File: src/rtl/tz_pkg.sv
package tz_pkg;

    typedef enum logic [1:0] {
        TZ_IDLE = 2'd0,
        TZ_WIPE = 2'd1,
        TZ_CUT  = 2'd2,
        TZ_DONE = 2'd3
    } tz_state_e;

endpackage

File: src/rtl/tz_sync.sv
module tz_sync #(
    parameter int STAGES = 2
) (
    input  logic clk_i,
    input  logic rst_ni,
    input  logic async_i,
    output logic sync_o
);

    logic [STAGES-1:0] sh_d, sh_q;

    always_comb begin
        sh_d = {sh_q[STAGES-2:0], async_i};
    end

    always_ff @(posedge clk_i) begin
        if (!rst_ni) sh_q <= '0;
        else         sh_q <= sh_d;
    end

    assign sync_o = sh_q[STAGES-1];

endmodule

File: src/rtl/tz_deglitch.sv
module tz_deglitch #(
    parameter int ACCEPT_CYC = 125
) (
    input  logic clk_i,
    input  logic rst_ni,
    input  logic level_i,
    output logic fire_o
);

    localparam int CW = $clog2(ACCEPT_CYC + 1);
    localparam logic [CW-1:0] SAT  = CW'(ACCEPT_CYC);
    localparam logic [CW-1:0] LAST = CW'(ACCEPT_CYC - 1);

    logic [CW-1:0] cnt_d, cnt_q;

    // Run-length count of consecutive high samples; saturates so one run fires once.
    always_comb begin
        cnt_d = cnt_q;
        if (!level_i)          cnt_d = '0;
        else if (cnt_q != SAT) cnt_d = cnt_q + 1'b1;
    end

    always_ff @(posedge clk_i) begin
        if (!rst_ni) cnt_q <= '0;
        else         cnt_q <= cnt_d;
    end

    assign fire_o = level_i && (cnt_q == LAST);

endmodule

File: src/rtl/tz_seq.sv
module tz_seq
    import tz_pkg::*;
#(
    parameter int WORDS      = 16,
    parameter int CUT_CYCLES = 8
) (
    input  logic                     clk_i,
    input  logic                     rst_ni,
    input  logic                     trig_i,
    output logic                     wipe_en_o,
    output logic [$clog2(WORDS)-1:0] wipe_idx_o,
    output logic                     busy_o,
    output logic                     cut_o,
    output logic                     tampered_o
);

    localparam int AW = $clog2(WORDS);
    localparam int CCW = $clog2(CUT_CYCLES + 1);

    typedef struct packed {
        tz_state_e      st;
        logic [AW-1:0]  idx;
        logic [CCW-1:0] cut;
        logic           flag;
    } seq_t;

    seq_t s_d, s_q;

    always_comb begin
        s_d = s_q;
        unique case (s_q.st)
            TZ_IDLE, TZ_DONE: begin
                if (trig_i) begin
                    s_d.st  = TZ_WIPE;
                    s_d.idx = '0;
                end
            end
            TZ_WIPE: begin
                s_d.idx = s_q.idx + 1'b1;
                if (s_q.idx == AW'(WORDS - 1)) begin
                    s_d.st  = TZ_CUT;
                    s_d.cut = '0;
                end
            end
            TZ_CUT: begin
                s_d.cut = s_q.cut + 1'b1;
                if (s_q.cut == CCW'(CUT_CYCLES - 1)) begin
                    s_d.st   = TZ_DONE;
                    s_d.flag = 1'b1;
                end
            end
            default: s_d.st = TZ_IDLE;
        endcase
    end

    always_ff @(posedge clk_i) begin
        if (!rst_ni) s_q <= '{st: TZ_IDLE, idx: '0, cut: '0, flag: 1'b0};
        else         s_q <= s_d;
    end

    assign wipe_en_o  = (s_q.st == TZ_WIPE);
    assign wipe_idx_o = s_q.idx;
    assign cut_o      = (s_q.st == TZ_CUT);
    assign busy_o     = (s_q.st == TZ_WIPE) || (s_q.st == TZ_CUT);
    assign tampered_o = s_q.flag;

endmodule

File: src/rtl/tz_store.sv
module tz_store #(
    parameter int KEY_W  = 64,
    parameter int WORDS  = 16,
    parameter int WORD_W = 8
) (
    input  logic                     clk_i,
    input  logic                     rst_ni,
    input  logic                     clear_key_i,
    input  logic                     wipe_en_i,
    input  logic [$clog2(WORDS)-1:0] wipe_idx_i,
    input  logic                     lock_i,
    input  logic                     key_wr_i,
    input  logic [KEY_W-1:0]         key_wdata_i,
    input  logic                     vec_we_i,
    input  logic [$clog2(WORDS)-1:0] vec_addr_i,
    input  logic [WORD_W-1:0]        vec_wdata_i,
    output logic [KEY_W-1:0]         key_o,
    output logic [WORD_W-1:0]        vec_rdata_o
);

    typedef struct packed {
        logic [KEY_W-1:0]             key;
        logic [WORDS-1:0][WORD_W-1:0] mem;
    } store_t;

    store_t r_d, r_q;

    always_comb begin
        r_d = r_q;
        if (clear_key_i)              r_d.key = '0;
        else if (key_wr_i && !lock_i) r_d.key = key_wdata_i;

        if (wipe_en_i)                r_d.mem[wipe_idx_i] = '0;
        else if (vec_we_i && !lock_i) r_d.mem[vec_addr_i] = vec_wdata_i;
    end

    always_ff @(posedge clk_i) begin
        if (!rst_ni) r_q <= '0;
        else         r_q <= r_d;
    end

    assign key_o       = r_q.key;
    assign vec_rdata_o = r_q.mem[vec_addr_i];

endmodule

File: src/rtl/tamper_zeroize.sv
module tamper_zeroize #(
    parameter int CLK_PERIOD_NS = 20,
    parameter int ACCEPT_NS     = 2500,
    parameter int KEY_W         = 64,
    parameter int VEC_WORDS     = 16,
    parameter int WORD_W        = 8,
    parameter int CUT_CYCLES    = 8,
    parameter int SYNC_STAGES   = 2
) (
    input  logic                         clk_i,
    input  logic                         rst_ni,
    input  logic                         tamper_i,
    input  logic                         key_wr_i,
    input  logic [KEY_W-1:0]             key_wdata_i,
    output logic [KEY_W-1:0]             key_o,
    input  logic                         vec_we_i,
    input  logic [$clog2(VEC_WORDS)-1:0] vec_addr_i,
    input  logic [WORD_W-1:0]            vec_wdata_i,
    output logic [WORD_W-1:0]            vec_rdata_o,
    output logic                         pwr_cut_o,
    output logic                         tampered_o
);

    localparam int ACCEPT_RAW = (ACCEPT_NS + CLK_PERIOD_NS - 1) / CLK_PERIOD_NS;
    localparam int ACCEPT_CYC = (ACCEPT_RAW < 1) ? 1 : ACCEPT_RAW;
    localparam int AW         = $clog2(VEC_WORDS);

    logic          tamper_sync;
    logic          fire;
    logic          wipe_en;
    logic [AW-1:0] wipe_idx;
    logic          busy;

    tz_sync #(.STAGES(SYNC_STAGES)) i_sync (
        .clk_i   (clk_i),
        .rst_ni  (rst_ni),
        .async_i (tamper_i),
        .sync_o  (tamper_sync)
    );

    tz_deglitch #(.ACCEPT_CYC(ACCEPT_CYC)) i_deglitch (
        .clk_i   (clk_i),
        .rst_ni  (rst_ni),
        .level_i (tamper_sync),
        .fire_o  (fire)
    );

    tz_seq #(.WORDS(VEC_WORDS), .CUT_CYCLES(CUT_CYCLES)) i_seq (
        .clk_i      (clk_i),
        .rst_ni     (rst_ni),
        .trig_i     (fire),
        .wipe_en_o  (wipe_en),
        .wipe_idx_o (wipe_idx),
        .busy_o     (busy),
        .cut_o      (pwr_cut_o),
        .tampered_o (tampered_o)
    );

    tz_store #(.KEY_W(KEY_W), .WORDS(VEC_WORDS), .WORD_W(WORD_W)) i_store (
        .clk_i       (clk_i),
        .rst_ni      (rst_ni),
        .clear_key_i (fire),
        .wipe_en_i   (wipe_en),
        .wipe_idx_i  (wipe_idx),
        .lock_i      (busy),
        .key_wr_i    (key_wr_i),
        .key_wdata_i (key_wdata_i),
        .vec_we_i    (vec_we_i),
        .vec_addr_i  (vec_addr_i),
        .vec_wdata_i (vec_wdata_i),
        .key_o       (key_o),
        .vec_rdata_o (vec_rdata_o)
    );

endmodule

File: config.mk
export PLATFORM = sky130hd
export DESIGN_NAME = tamper_zeroize
export DESIGN_NICKNAME = d
export VERILOG_FILES = /design/src/rtl/tz_pkg.sv /design/src/rtl/tz_sync.sv /design/src/rtl/tz_deglitch.sv /design/src/rtl/tz_seq.sv /design/src/rtl/tz_store.sv /design/src/rtl/tamper_zeroize.sv
export SDC_FILE = /design/constraint.sdc
export NUM_CORES = 1
export LEC_CHECK = 0
export BUFFER_PORTS_ARGS = -buffer_cell sky130_fd_sc_hd__buf_2
export CORE_MARGIN = 3
export CORE_UTILIZATION = 45
export DETAILED_ROUTE_END_ITERATION = 16
export PLACE_DENSITY = 0.66
export SYNTH_ARGS = -nofsm -noshare
export SYNTH_HDL_FRONTEND = slang
export SYNTH_SLANG_ARGS = --single-unit
File: constraint.sdc
create_clock -name clk_i -period 2.1 [get_ports clk_i]
set_input_delay 0 -clock clk_i [delete_from_list [all_inputs] [get_ports clk_i]]
set_output_delay 0 -clock clk_i [all_outputs]
set_load 0.01 [all_outputs]
==> qor.txt <==
result of the run - complete, no violations
Syn Inst Count - 1138
RSZ-0062 raised after global routing - no
PD cells - 935 mW/mm2
fraction of registers with async set/reset - 0%
post-placement cell count - 1455
DRT Pass-1 Iters - 5
Initial Util - 45.8%
Peak VDD IR - 0.580 mV
Reg2Reg Launch Point - i_seq.s_q[10]$_SDFFE_PN0P_
syn nets - 1230
Yosys cell types - 51
total negative setup slack - 0 ps
Final Non-Filler Cells - 1574
clk_skew - 13.6 ps
DP Wirelength - 17100 um
# rows - 54
Synth Area per Inst - 8.82 um2
worst hold path cell count - 5
FF+latch area - 0.00424 mm2
min-delay worst type - in -> reg
Ys Warns - 0
EDFF count, synth - 0
area leader, netlist - dfxtp_1
Final setup viols - 0
gpl congestion - 0.870
wirelength, routed - 28100 um
Post-Synth XOR/XNOR Area - 0.436%
sequential-to-total area share from yosys stat - 42.3%
Worst setup SP type - flip-flop
Total Power - 11.5 mW
Die Wd - 155 um
Filler cells - 1886
fmax - 507 MHz
Power Internal - 8.16 mW
ANT nets after route - 0
H-tree depth - 1
DR vias - 8711
fin crit period - 1970 ps
leak pwr - 4.81 nW
Die Ht - 155 um
r2r setup slk - 130 ps
initial antenna violation count - 0
port bufs - 154
clk buf depth - 3
Logic pwr share - 22.2%
kind of critical path - reg -> reg
critical path capture point type - flip-flop
Area growth, synth to finish - 22.8%
pin count of the biggest net entering global routing - 65
post-place setup slack - 114 ps
post-synth top area share - 42.3%
Post-synth top cells - dfxtp_1, nand2_1, a21oi_1
capturing point of the worst reg2reg path - i_store.r_q[5]$_SDFFE_PN0P_
die area - 0.0241 mm2
final-stage net count - 1369
Worst Path Arrival - 2370 ps
Max-cap violations - 0
global-route wire length before repair - 44600 um
Crit Path Max Fanout - 35
via/cell ratio - 5.53
adder-cell area share of the yosys netlist - 1.37%
Sw Share - 29.2%
most numerous cell in the Yosys netlist - dfxtp_1
Worst-Margin Slew - 527 ps
slew margin rel. - 64.8%
vias in the first global route - 8391
DRC errors left - 0
clock slew at reported path FFs - 60 ps
simple-gate area share of the yosys netlist - 24.1%
#FFs+latches synth - 212
root cell of the clock tree - clkbuf_16
Net Switching - 3.36 mW
Synth Area in Compound Gates - 11.1%
Main synth FF type - dfxtp_1
GRT Overall Usage - 22.4%
period utilization - 93.9%
core box area - 0.0219 mm2
post-synthesis mux area share - 11.4%
dominant cells by area after synthesis - dfxtp_1, a21oi_1, mux4_2
I/O pin count - 155
Inserted Clock Buffers - 24
FF-to-FF path depth - 8
CP required - 2500 ps
CTS tree - built
CTS sink cnt - 212
total grt overflow - 0
# diodes - 0
Syn Std Cell Area - 0.0100 mm2
hold path start - key_wr_i
area of the multi-input gates - 0.00489 mm2
clock share of power - 38.9%
Seq pwr share - 38.9%
max-slew violation count - 0
Clock Latency Late Sink - 520 ps
final worst-path setup slack - 129 ps
combinational family with the most area after synthesis - simple AND/OR/NAND/NOR gates
hold path endpoint - i_store.key_o[42]$_SDFFE_PP0P_
Routed wire per std cell - 17.9 um
initial DRC count - 932
endpoints failing hold - 0
layout cells sized above 1 - 21.8%
## layer usage
layer,track usage [%],vias to the layer above,wire length (um)
met3,3.67,43,2020
met2,36.2,312,13300
met4,6.13,0,623
li1,-,4190,-
met1,31.1,4166,12200
met5,0,-,0
## critical path, cell delays in order, from the launching register on
cell	delay, ps
dfxtp_1	350
inv_1	70
ha_1	210
buf_12	180
nor3_4	190
buf_4	320
nand2_1	270
nand3b_1	170
a21oi_1	80
## cell usage in the layout, fill, tap and decap left out, drive strengths merged, types with 3 or more instances in the layout
cell	netlist	layout
nand3b	34	34
a31oi	9	9
and3	10	10
a211oi	3	3
buf	110	190
mux2i	41	41
nand3	118	118
nand4b	11	11
nor2b	14	14
dfxtp	212	212
mux4	32	32
o211ai	8	8
nand2	171	171
dlygate4sd3	0	75
ha	11	11
inv	9	9
a22oi	17	17
nand4	5	5
and4b	4	4
xor2	3	3
a21oi	153	153
bufinv	0	3
and2	36	36
nor2	57	57
o21ai	3	3
clkbuf	42	38
nor3	6	6
## what timing repair did
action,in CTS,in global routing
setup buffers,0,1
hold buffers,75,0
gates resized for setup,0,6
endpoints found under the setup margin,0,44
hold endpoints to repair,160,0
## flip-flops by register name, summed over array words and instances, names as in the netlist
register,count
i_deglitch.cnt_q,7
i_seq.tampered_o,1
i_sync.sh_q,2
i_seq.s_q,6
i_seq.wipe_idx_o,4
i_store.key_o,64
i_store.r_q,128
## how the worst max path moves through the flow
| stage | end | cells after the start | start | slack [ps] |
|---|---|---|---|---|
| floorplan | i_store.r_q[63]$_SDFFE_PN0P_ | 9 | i_seq.s_q[9]$_SDFFE_PN0P_ | 210 |
| global placement | i_store.r_q[11]$_SDFFE_PN0P_ | 8 | i_seq.s_q[10]$_SDFFE_PN0P_ | 130 |
| detailed placement | i_store.r_q[62]$_SDFFE_PN0P_ | 7 | i_seq.s_q[9]$_SDFFE_PN0P_ | 110 |
| CTS | i_store.r_q[77]$_SDFFE_PN0P_ | 8 | i_seq.s_q[10]$_SDFFE_PN0P_ | 80 |
| global route | i_store.r_q[62]$_SDFFE_PN0P_ | 8 | i_seq.s_q[9]$_SDFFE_PN0P_ | 5 |
| finish | i_store.r_q[5]$_SDFFE_PN0P_ | 8 | i_seq.s_q[10]$_SDFFE_PN0P_ | 130 |
## cell type report
| type | count | area share (%) |
|---|---|---|
| multi-input cells | 765 | 39.7 |
| flip-flops and latches | 212 | 34.4 |
| repair buffers | 265 | 15.8 |
| clock buffers | 38 | 6.12 |
| well taps | 280 | 2.84 |
| clock inverters | 5 | 0.833 |
| inverters | 9 | 0.295 |
## logic make-up after synthesis
family | count (synthesis)
adders and majority gates | 11
and+or+nand+nor | 476
DFF | 212
AOI/OAI and AO/OA | 199
xor gates and xnor gates | 5
muxes | 74
buffers and inverters | 161
## through the flow
| step | area (um2) | util (%) | hold slack (ps) |
|---|---|---|---|
| 2_1_floorplan | 10000 | - | 127 |
| 3_3_place_gp | 10700 | 48.8 | 208 |
| 3_5_place_dp | 10700 | 48.8 | 215 |
| 4_1_cts | 12300 | 56.2 | 32.2 |
| 5_1_grt | 12300 | 56.3 | 57.1 |
| 6_report | 12300 | 56.3 | 27.3 |
## power groups by stage
| stage | Clock [mW] | Combinational (mW) | Sequential, mW |
|---|---|---|---|
| 2_1_floorplan | 0 | 1.84 | 4.53 |
| 3_3_place_gp | 0 | 2.37 | 4.55 |
| 3_5_place_dp | 0 | 2.40 | 4.56 |
| 4_1_cts | 4.55 | 2.52 | 4.47 |
| 5_1_grt | 4.72 | 2.81 | 4.51 |
| 6_report | 4.48 | 2.56 | 4.48 |
(Power assumes the default switching activity.)
